**config.mk**
```make
export PLATFORM = sky130hd
export DESIGN_NAME = link_speed_seq
export DESIGN_NICKNAME = d
export VERILOG_FILES = /design/src/rtl/link_speed_seq.sv
export SDC_FILE = /design/constraint.sdc
export NUM_CORES = 1
export LEC_CHECK = 0
export BUFFER_PORTS_ARGS = -buffer_cell sky130_fd_sc_hd__buf_2
export CAP_MARGIN = 20
export CORE_MARGIN = 2
export CORE_UTILIZATION = 50
export DETAILED_ROUTE_END_ITERATION = 12
export GPL_TIMING_DRIVEN = 0
export PLACE_DENSITY = 0.72
export SKIP_CTS_REPAIR_TIMING = 1
export SYNTH_ARGS = -nofsm -noshare
export SYNTH_HDL_FRONTEND = slang
export SYNTH_SLANG_ARGS = --single-unit
```
**constraint.sdc**
```tcl
create_clock -name clk -period 4.71 [get_ports clk]
set_input_delay 0.7065 -clock clk [delete_from_list [all_inputs] [get_ports clk]]
set_output_delay 0.7065 -clock clk [all_outputs]
set_load 0.005 [all_outputs]
```
**src/rtl/link_speed_seq.sv**
```systemverilog
module link_speed_seq #(
  parameter int LINK_TO    = 1000000,
  parameter int POLL_GAP   = 25000,
  parameter int POLL_TRIES = 200,
  parameter int RST_HOLD   = 625000
) (
  input  logic        clk,
  input  logic        rst_n,
  input  logic        start,
  input  logic        link_up,
  input  logic        in_training,
  input  logic        spd_busy,
  input  logic [3:0]  cfg_max_gen,
  input  logic [3:0]  neg_gen_in,
  output logic [3:0]  max_speed,
  output logic        train_en,
  output logic        spd_req,
  output logic [15:0] ovr_word,
  output logic        done,
  output logic        error,
  output logic [3:0]  neg_gen
);

  localparam int TMAX = (LINK_TO > POLL_GAP) ? ((LINK_TO > RST_HOLD) ? LINK_TO : RST_HOLD)
                                             : ((POLL_GAP > RST_HOLD) ? POLL_GAP : RST_HOLD);
  localparam int TW = $clog2(TMAX + 1);
  localparam int NW = $clog2(POLL_TRIES + 1);
  localparam logic [TW-1:0] LINK_LAST = TW'(LINK_TO - 1);
  localparam logic [TW-1:0] GAP_LAST  = TW'(POLL_GAP - 1);
  localparam logic [TW-1:0] HOLD_LAST = TW'(RST_HOLD - 1);
  localparam logic [NW-1:0] TRY_LAST  = NW'(POLL_TRIES - 1);

  typedef enum logic [2:0] {S_IDLE, S_WAIT1, S_POLL, S_WAIT2, S_PHYRST, S_DONE, S_ERR} st_t;

  st_t           state;
  logic [TW-1:0] timer;
  logic [NW-1:0] tries;
  logic          ovr_on;

  wire link_ok  = link_up & ~in_training;
  wire can_start = (state == S_IDLE) | (state == S_DONE) | (state == S_ERR);

  assign ovr_word = {10'b0, ovr_on, 1'b0, ovr_on, 3'b0};

  always_ff @(posedge clk) begin
    if (!rst_n) begin
      state     <= S_IDLE;
      timer     <= '0;
      tries     <= '0;
      ovr_on    <= 1'b0;
      max_speed <= 4'd1;
      train_en  <= 1'b0;
      spd_req   <= 1'b0;
      done      <= 1'b0;
      error     <= 1'b0;
      neg_gen   <= 4'd0;
    end else if (can_start) begin
      if (start) begin
        state     <= S_WAIT1;
        timer     <= '0;
        max_speed <= 4'd1;
        train_en  <= 1'b1;
        spd_req   <= 1'b0;
        done      <= 1'b0;
        error     <= 1'b0;
        neg_gen   <= 4'd0;
      end
    end else begin
      case (state)
        S_WAIT1: begin
          if (link_ok) begin
            state     <= S_POLL;
            max_speed <= (cfg_max_gen == 4'd2) ? 4'd2 : 4'd1;
            spd_req   <= 1'b1;
            timer     <= '0;
            tries     <= '0;
          end else if (timer == LINK_LAST) begin
            state    <= S_PHYRST;
            train_en <= 1'b0;
            spd_req  <= 1'b0;
            ovr_on   <= 1'b1;
            timer    <= '0;
          end else begin
            timer <= timer + 1'b1;
          end
        end
        S_POLL: begin
          if (timer == GAP_LAST) begin
            timer <= '0;
            if (!spd_busy) begin
              state   <= S_WAIT2;
              spd_req <= 1'b0;
            end else if (tries == TRY_LAST) begin
              state    <= S_PHYRST;
              train_en <= 1'b0;
              spd_req  <= 1'b0;
              ovr_on   <= 1'b1;
            end else begin
              tries <= tries + 1'b1;
            end
          end else begin
            timer <= timer + 1'b1;
          end
        end
        S_WAIT2: begin
          if (link_ok) begin
            state   <= S_DONE;
            done    <= 1'b1;
            neg_gen <= neg_gen_in;
          end else if (timer == LINK_LAST) begin
            state    <= S_PHYRST;
            train_en <= 1'b0;
            ovr_on   <= 1'b1;
            timer    <= '0;
          end else begin
            timer <= timer + 1'b1;
          end
        end
        S_PHYRST: begin
          if (timer == HOLD_LAST) begin
            state  <= S_ERR;
            ovr_on <= 1'b0;
            error  <= 1'b1;
          end else begin
            timer <= timer + 1'b1;
          end
        end
        default: state <= S_IDLE;
      endcase
    end
  end

endmodule


```
==> results of run 1 <==
==> metrics by stage <==
step	setup WS [ps]	utilization, %
3_3_place_gp	2180	56.5
5_1_grt	2030	58.6
2_1_floorplan	2530	-
3_5_place_dp	2150	56.5
4_1_cts	2260	58.6
6_report	2240	58.6
==> logic make-up after synthesis <==
kind of cell / Yosys count / synth area share [%]
AND/OR/NAND/NOR: 145 / 32.4
AO/OA/AOI/OAI: 49 / 12.4
buffers and inverters: 43 / 11.5
flip-flops: 42 / 32.6
XOR/XNOR: 21 / 7.14
adder cells (fa/ha/maj): 4 / 2.14
multiplexers: 4 / 1.65
other: 1 / 0.145
==> sequential cells by signal, summed over array words and instances (netlist names) <==
signal / cells
spd_req: 1
error: 1
tries: 8
state: 3
timer: 20
max_speed: 2
done: 1
neg_gen: 4
ovr_on: 1
train_en: 1
==> worst max-delay path by stage <==
stage | startpoint | cells past startpoint | to | slack [ps]
after CTS | timer[6] | 9 | timer[7] | 2260
after global placement | link_up | 8 | timer[18] | 2180
after detailed placement | link_up | 8 | timer[18] | 2150
after floorplan | timer[0] | 8 | state[2] | 2530
after global routing | timer[6] | 9 | timer[7] | 2030
final | timer[0] | 8 | state[2] | 2240
==> power by group through the flow <==
| stage | logic (µW) | registers [µW] | clock network [µW] |
|---|---|---|---|
| final | 405 | 404 | 271 |
| after global placement | 395 | 411 | 0 |
| after floorplan | 311 | 409 | 0 |
| after detailed placement | 403 | 412 | 0 |
| after global routing | 456 | 407 | 291 |
| after CTS | 404 | 403 | 279 |
==> placed cells by master, fill, tap and decap left out, types with 4 or more instances in the layout <==
| cell type | Yosys | layout |
|---|---|---|
| nand4_1 | 11 | 11 |
| a22oi_1 | 8 | 8 |
| nand3_1 | 16 | 16 |
| a21oi_1 | 12 | 12 |
| nor2b_1 | 5 | 5 |
| conb_1 | 1 | 16 |
| nand2_1 | 15 | 15 |
| o21ai_0 | 10 | 10 |
| inv_1 | 13 | 13 |
| nor2_1 | 42 | 42 |
| and2_1 | 4 | 4 |
| nor4_1 | 7 | 7 |
| buf_4 | 19 | 19 |
| clkbuf_8 | 3 | 11 |
| nor3_1 | 11 | 11 |
| buf_2 | 3 | 28 |
| xor2_1 | 8 | 8 |
| and3_1 | 6 | 6 |
| a31oi_1 | 6 | 6 |
| xnor2_1 | 13 | 13 |
| dfxtp_1 | 42 | 42 |
==> layer usage <==
metal / vias up / GRT usage, % / routed length, µm
li1: 1168 / - / -
met1: 1045 / 28.2 / 2800
met2: 50 / 30.8 / 2470
met3: 6 / 4.63 / 243
met4: 0 / 7.99 / 50
met5: - / 0 / 0
==> worst reg2reg max path, delay by kind of cell, from the launching register on <==
family,cells,cell delay (ps)
fa+ha+maj,1,300
flops,1,380
compound gates,3,620
buf+inv,1,160
simple gates,3,930
==> layout make-up <==
cell class | count | area [µm²] | share of cell area, %
Multi-Input combinational cell | 239 | 1500 | 50.6
Inverter | 13 | 48.8 | 1.65
Tap cell | 70 | 87.6 | 2.96
Clock buffer | 8 | 110 | 3.72
Sequential cell | 42 | 841 | 28.4
Timing Repair Buffer | 25 | 125 | 4.23
Buffer | 30 | 248 | 8.38
==> results.sh, run 1 <==
export IMPL_status="completed"
export IMPL_path_buf_inv=1
export IMPL_slowest_delay_ps=470
export IMPL_p_per_area_nw_per_um2=365
export IMPL_synthToLayoutAreaGrowth_pct=14.7
export IMPL_ant_nets=0
export IMPL_p_comb_share_pct=37.5
export IMPL_ys_seq_elements=42
export IMPL_whs_endpoint="timer[1]"
export IMPL_hold_path_cell_count=2
export IMPL_synthCells=309
export IMPL_ys_seq_area_share_pct=32.6
export IMPL_switching_share_pct=35.9
export IMPL_cts_sinks=42
export IMPL_yosysTopAreaCell="dfxtp_1"
export IMPL_fin_crit_sh_pct=52.5
export IMPL_fin_crit_ps=2470
export IMPL_h_tree_depth=2
export IMPL_p_int_uw=693
export IMPL_cts_buffers=5
export IMPL_reg2reg_from="timer[0]"
export IMPL_cp_top_family="simple AND/OR/NAND/NOR gates"
export IMPL_ir_worst_vdd_uv=175
export IMPL_rows=26
export IMPL_dpl_hpwl_um=4130
export IMPL_avgSynthCellArea_um2=8.34
export IMPL_vias_per_cell=5.31
export IMPL_drt_iter0_markers=149
export IMPL_core_um2=5040
export IMPL_clockRootBuffer="clkbuf_8"
export IMPL_r2r_end="state[2]"
export IMPL_gp_congestion=0.953
export IMPL_final_area_um2=2960
export IMPL_yosys_cell_types_count=59
export IMPL_slowest_stage="or4_1"
export IMPL_io_buffers=25
export IMPL_vias=2269
export IMPL_placed_cells=419
export IMPL_clock_fmax_mhz=404
export IMPL_synth_top_area_share_pct=32.6
export IMPL_rsz0062_at_grt="no"
export IMPL_grt_max_degree=13
export IMPL_synthFlopType="dfxtp_1"
export IMPL_route_detailed_drc=0
export IMPL_dieArea_um2=5740
export IMPL_cts_clk_slew_worst_paths_ps=80
export IMPL_die_h_um=75.8
export IMPL_leakagePower_uw=0.00117
export IMPL_fillers=466
export IMPL_wl_per_cell_um=13.0
export IMPL_worstPathCellList="ha_1 -> nand4b_2 -> nor4_4 -> a31oi_2 -> buf_6 -> a311o_1 -> or4_1 -> a21oi_1"
export IMPL_die_w_um=75.8
export IMPL_critPathKind="register to register"
export IMPL_grt_pass1_wl_um=8990
export IMPL_synth_edff_count=0
export IMPL_pin_count=42
export IMPL_hold_violations=0
export IMPL_antenna_cells=0
export IMPL_yosys_top_cells_area="dfxtp_1 33%, nor2_1 6.1%, buf_4 5.5%"
export IMPL_p_clk_share_pct=25.1
export IMPL_syn_area_um2=2580
export IMPL_reg2reg_slack_ps=2240
export IMPL_slew_headroom_pct=63.2
export IMPL_end_kind="register"
export IMPL_holdCritPathClass="register to register"
export IMPL_critPathLaunchType="register"
export IMPL_synthArstFlopShare_pct=0
export IMPL_clock_skew_ps=5.57
export IMPL_firstDrtPassIters=4
export IMPL_drv_slew=0
export IMPL_power_frac_seq_pct=37.4
export IMPL_maxCapViolations=0
export IMPL_r2r_cells=8
export IMPL_hold_ws_ps=495
export IMPL_antenna_found_initial=0
export IMPL_setup_viol=0
export IMPL_total_power_uw=1080
export IMPL_nets=373
export IMPL_stdcell_count=427
export IMPL_wl_um=5570
export IMPL_final_setup_tns_ps=0
export IMPL_worst_pin_slew_ps=552
export IMPL_gr_total_overflow=0
export IMPL_cts_tree="done"
export IMPL_cp_max_fo=10
export IMPL_clock_latency_ps=300
export IMPL_synthTopCellsByCount="42 x dfxtp_1, 42 x nor2_1, 19 x buf_4, 16 x nand3_1, 15 x nand2_1"
export IMPL_first_global_vias=1958
export IMPL_required_ps=4930
export IMPL_placement_cell_area_um2=2850
export IMPL_grt_util_all_layers_pct=20.4
export IMPL_start_util_pct=51.1
export IMPL_layout_drive_gt1_share_pct=21.0
export IMPL_hold_start="timer[1]"
export IMPL_p_sw_uw=388
export IMPL_ys_warn_count=0
export IMPL_critPathArrivalTime_ps=2700
export IMPL_clock_path_buffers=2
No activity file was read; power rests on OpenSTA's default activity.
==> inputs of run 2 (changes only) <==
- clock period: 4.71 -> 2.3 ns (I/O delays scaled with it)
==> run 2 against run 1 <==
  * The flow now finishes with violations (setup timing)
  * Combinational power increased by 130%
  * Maximum frequency increased by 5.2%
  * Clock power up 110%
  * First-iteration DRC count increased by 38%
  * Via count grew 3.5%
  * Cell count up 1.2%
  * Critical endpoint unchanged
  * Clock skew is 1.2 ps higher
  * Largest power group unchanged
  * Register-to-register slack worse by 2300 ps
  * Worst hold slack lost 200 ps
  * Largest cell class unchanged
==> results.sh, run 2 (same netlist as run 1, synthesis figures left out) <==
export IMPL_vias_per_cell=5.44
export IMPL_holdCritPathClass="input port to register"
export IMPL_rsz0062_at_grt="yes"
export IMPL_nets=378
export IMPL_slowest_delay_ps=440
export IMPL_h_tree_depth=2
export IMPL_fin_crit_ps=2350
export IMPL_clock_latency_ps=300
export IMPL_placement_cell_area_um2=2850
export IMPL_critPathKind="register to register"
export IMPL_top_regs="timer x20, tries x8, neg_gen x4"
export IMPL_vias=2348
export IMPL_first_global_vias=1958
export IMPL_largest_register_ffs=20
export IMPL_p_per_area_nw_per_um2=753
export IMPL_hold_violations=0
export IMPL_final_cell_mix="42 x nor2_1, 36 x dfxtp_1, 27 x buf_4"
export IMPL_drv_slew=0
export IMPL_reg2reg_from="timer[2]"
export IMPL_final_area_um2=3100
export IMPL_cp_max_fo=4
export IMPL_worst_pin_slew_ps=603
export IMPL_violations="setup timing"
export IMPL_worstPathCellList="or3b_4 -> nor4_4 -> a31oi_2 -> buf_6 -> a311o_1 -> or4_1 -> a21oi_2"
export IMPL_cts_tree="done"
export IMPL_hold_start="neg_gen_in[3]"
export IMPL_maxCapViolations=0
export IMPL_antenna_found_initial=0
export IMPL_clock_skew_ps=6.80
export IMPL_slowest_stage="or4_1"
export IMPL_critPathArrivalTime_ps=2580
export IMPL_wl_um=5920
export IMPL_path_buf_inv=1
export IMPL_ant_nets=0
export IMPL_antenna_cells=0
export IMPL_crit_start="timer[2]"
export IMPL_clockRootBuffer="clkbuf_8"
export IMPL_firstDrtPassIters=4
export IMPL_dieArea_um2=5740
export IMPL_gp_congestion=0.953
export IMPL_clock_fmax_mhz=426
export IMPL_io_buffers=25
export IMPL_clock_path_buffers=2
export IMPL_cts_clk_slew_worst_paths_ps=80
export IMPL_regMostFlops="timer"
export IMPL_gr_total_overflow=0
export IMPL_grt_util_all_layers_pct=20.4
export IMPL_end_kind="register"
export IMPL_cts_sinks=42
export IMPL_total_power_uw=2340
export IMPL_route_detailed_drc=0
export IMPL_fin_crit_sh_pct=102
export IMPL_fin_ws_ps=-49.4
export IMPL_critPathLaunchType="register"
export IMPL_rows=26
export IMPL_ir_worst_vdd_uv=376
export IMPL_final_common_cell="nor2_1"
export IMPL_start_util_pct=51.1
export IMPL_pin_count=42
export IMPL_post_route_util_pct=61.5
export IMPL_slew_headroom_pct=59.8
export IMPL_grt_pass1_wl_um=8990
export IMPL_die_w_um=75.8
export IMPL_grt_max_degree=13
export IMPL_wl_per_cell_um=13.7
export IMPL_layout_drive_gt1_share_pct=27.6
export IMPL_setup_viol=1
export IMPL_synthToLayoutAreaGrowth_pct=20.3
export IMPL_core_um2=5040
export IMPL_cp_top_family="simple AND/OR/NAND/NOR gates"
export IMPL_dpl_hpwl_um=4130
export IMPL_status="finished, violations left"
export IMPL_required_ps=2530
export IMPL_drt_iter0_markers=206
export IMPL_die_h_um=75.8
export IMPL_cts_buffers=5
export IMPL_leakagePower_uw=0.00123
-- run 2: final timing paths --
path	end	slack [ps]	cells past startpoint
setup / recovery	state[2]	-50	7
hold / removal	neg_gen[3]	290	3
setup reg to reg	state[2]	-50	7
hold reg to reg	timer[1]	500	2
-- run 2: layout make-up --
| class | count | area (µm²) |
|---|---|---|
| clock buffers | 8 | 110 |
| flip-flops and latches | 42 | 853 |
| inverters | 13 | 48.8 |
| fillers | 452 | 1940 |
| plain buffers | 30 | 253 |
| repair buffers | 30 | 163 |
| well taps | 70 | 87.6 |
| multi-input cells | 239 | 1590 |
-- run 2: power by group --
group | leakage, µW | total (µW) | switching, µW | internal [µW]
clock network | 0.0000575 | 558 | 255 | 303
registers | 0.000343 | 833 | 54.7 | 778
logic | 0.000829 | 946 | 536 | 410
total | 0.00123 | 2340 | 845 | 1490
-- run 2: per-layer routing --
metal / wire length, µm / track usage (%) / vias up
li1: - / - / 1170
met5: 0 / 0 / -
met4: 108 / 7.99 / 0
met1: 2860 / 28.2 / 1093
met3: 297 / 4.63 / 13
met2: 2650 / 30.8 / 72
-- run 2: tightest hold or removal path, stage by stage --
cell and delay, ps:
buf_2 70, a22oi_1 60, nor2_1 70
-- run 2: through the flow --
stage	std cells	setup slack [ps]	TNS [ps]	hold WS [ps]
2_1_floorplan	324	124	0	421
3_3_place_gp	419	-107	-1220	472
3_5_place_dp	419	-114	-1520	487
4_1_cts	427	-148	-2270	286
5_1_grt	432	-152	-169	307
6_report	432	-49.4	-49.4	291
==> inputs of run 3 (changes only) <==
- CELL_PAD_IN_SITES_DETAIL_PLACEMENT: unset -> 1
- CELL_PAD_IN_SITES_GLOBAL_PLACEMENT: unset -> 1
- CORE_UTILIZATION: 50 -> 42
- CTS_CLUSTER_SIZE: unset -> 14
- PLACE_DENSITY: 0.72 -> unset
- PLACE_DENSITY_LB_ADDON: unset -> 0.1
==> run 3 against run 2 <==
  * Sequential power up 0.7%
  * Maximum frequency rose by 2.5%
  * The run now ends clean
  * Count of clock-buffer cells in the layout decreased by 2
  * Worst setup slack improved by 56 ps
  * Largest power group unchanged
==> results.sh, run 3 (same netlist as run 1, synthesis figures left out) <==
export IMPL_status="completed"
export IMPL_slowest_delay_ps=400
export IMPL_whs_endpoint="neg_gen[2]"
export IMPL_critPathArrivalTime_ps=2490
export IMPL_clock_fmax_mhz=436
export IMPL_crit_start="timer[2]"
export IMPL_hold_ws_ps=294
export IMPL_fin_crit_sh_pct=99.7
export IMPL_dieArea_um2=6780
export IMPL_cts_buffers=5
export IMPL_grt_util_all_layers_pct=20.3
export IMPL_first_global_vias=2204
export IMPL_final_cell_mix="42 x nor2_1, 34 x dfxtp_1, 27 x buf_2"
export IMPL_vias_per_cell=5.46
export IMPL_leakagePower_uw=0.00126
export IMPL_hold_start="neg_gen_in[2]"
export IMPL_io_buffers=25
export IMPL_cp_top_family="simple AND/OR/NAND/NOR gates"
export IMPL_gr_total_overflow=0
export IMPL_ir_worst_vdd_uv=452
export IMPL_maxCapViolations=0
export IMPL_p_comb_share_pct=38.1
export IMPL_nets=380
export IMPL_drt_iter0_markers=110
export IMPL_grt_max_degree=14
export IMPL_cts_tree="done"
export IMPL_core_um2=5920
export IMPL_ant_nets=0
export IMPL_reg2reg_slack_ps=7
export IMPL_fillers=737
export IMPL_antenna_found_initial=0
export IMPL_worst_pin_slew_ps=614
export IMPL_die_h_um=82.3
export IMPL_required_ps=2490
export IMPL_synthToLayoutAreaGrowth_pct=22.2
export IMPL_p_int_uw=1660
export IMPL_h_tree_depth=2
export IMPL_clock_path_buffers=2
export IMPL_firstDrtPassIters=4
export IMPL_setup_viol=0
export IMPL_layout_drive_gt1_share_pct=27.7
export IMPL_fin_crit_ps=2290
export IMPL_final_common_cell="nor2_1"
export IMPL_rows=28
export IMPL_largest_register_ffs=20
export IMPL_top_regs="timer x20, tries x8, neg_gen x4"
export IMPL_r2r_cells=8
export IMPL_die_w_um=82.3
export IMPL_antenna_cells=0
export IMPL_slowest_stage="or3b_4"
export IMPL_clock_latency_ps=300
export IMPL_r2r_end="state[1]"
export IMPL_post_route_util_pct=53.2
export IMPL_dpl_hpwl_um=4980
export IMPL_wl_per_cell_um=15.7
export IMPL_clock_skew_ps=6.22
export IMPL_gp_congestion=0.839
export IMPL_rsz0062_at_grt="yes"
export IMPL_regMostFlops="timer"
export IMPL_start_util_pct=43.5
export IMPL_p_clk_share_pct=28.9
export IMPL_worstPathCellList="or3b_4 -> nor4_4 -> a31oi_2 -> buf_6 -> buf_4 -> a311oi_1 -> nand2_1 -> o221a_2"
export IMPL_critPathLaunchType="register"
export IMPL_p_per_area_nw_per_um2=808
export IMPL_drv_slew=0
export IMPL_placed_cells=424
export IMPL_stdcell_count=439
export IMPL_vias=2398
export IMPL_end_kind="register"
export IMPL_p_sw_uw=886
export IMPL_cts_sinks=42
export IMPL_critPathKind="register to register"
export IMPL_final_setup_tns_ps=0
export IMPL_switching_share_pct=34.8
export IMPL_pin_count=42
export IMPL_power_frac_seq_pct=33.0
export IMPL_wl_um=6900
export IMPL_cp_max_fo=9
export IMPL_hold_path_cell_count=3
export IMPL_reg2reg_from="timer[2]"
export IMPL_hold_violations=0
export IMPL_cts_clk_slew_worst_paths_ps=90
export IMPL_holdCritPathClass="input port to register"
export IMPL_path_buf_inv=2
export IMPL_route_detailed_drc=0
export IMPL_slew_headroom_pct=59.1
export IMPL_clockRootBuffer="clkbuf_8"
export IMPL_grt_pass1_wl_um=10700
[run 3: changes by cell type in the layout (fill, tap and decap cells not counted), moves of 2 or more]
| cell | previous run | this run |
|---|---|---|
| clkbuf_8 | 11 | 9 |
| dfxtp_2 | 4 | 7 |
| bufinv_16 | 0 | 2 |
| dfxtp_1 | 36 | 34 |
[run 3: worst min-delay path, delay by kind of cell]
kind | cells | cell delay, ps
compound gates | 1 | 60
simple gates | 1 | 70
buf+inv | 1 | 70
[run 3: power by group through the flow]
stage	logic (µW)	registers [µW]	clock network [µW]
detailed placement	851	848	0
CTS	858	830	750
finish	969	839	737
global placement	836	842	0
global route	1060	848	776
floorplan	636	837	0
[run 3: per-layer routing]
metal / wire length (µm) / vias to the layer above / GRT usage (%) / part of all wire [%]
li1: - / 1185 / - / -
met5: 0 / - / 0 / 0
met4: 59 / 0 / 4.00 / 0.86
met2: 3240 / 40 / 32.4 / 47
met1: 3380 / 1167 / 28.8 / 49
met3: 217 / 6 / 3.59 / 3.1
[run 3: how the worst max path moves through the flow]
stage | endpoint | slack, ps | cells past startpoint
after floorplan | state[2] | 120 | 8
after global placement | state[2] | -100 | 8
after detailed placement | state[2] | -120 | 8
after CTS | state[2] | -180 | 8
after global routing | state[2] | -110 | 7
final | state[1] | 7 | 8
[run 3: final cells by class]
type,count,area (µm²),area share [%]
Timing Repair Buffer,32,178,5.64
Clock buffer,6,82.6,2.62
Inverter,13,48.8,1.55
Tap cell,75,93.8,2.98
Buffer,30,254,8.07
Clock inverter,2,60.1,1.91
Multi-Input combinational cell,239,1580,50.1
Sequential cell,42,853,27.1
[run 3: through the flow]
stage | total power (µW) | area, µm² | setup slack (ps)
global placement | 1680 | 2850 | -99.4
finish | 2540 | 3150 | 6.75
CTS | 2440 | 3000 | -177
floorplan | 1470 | 2630 | 124
detailed placement | 1700 | 2850 | -125
global route | 2680 | 3150 | -110
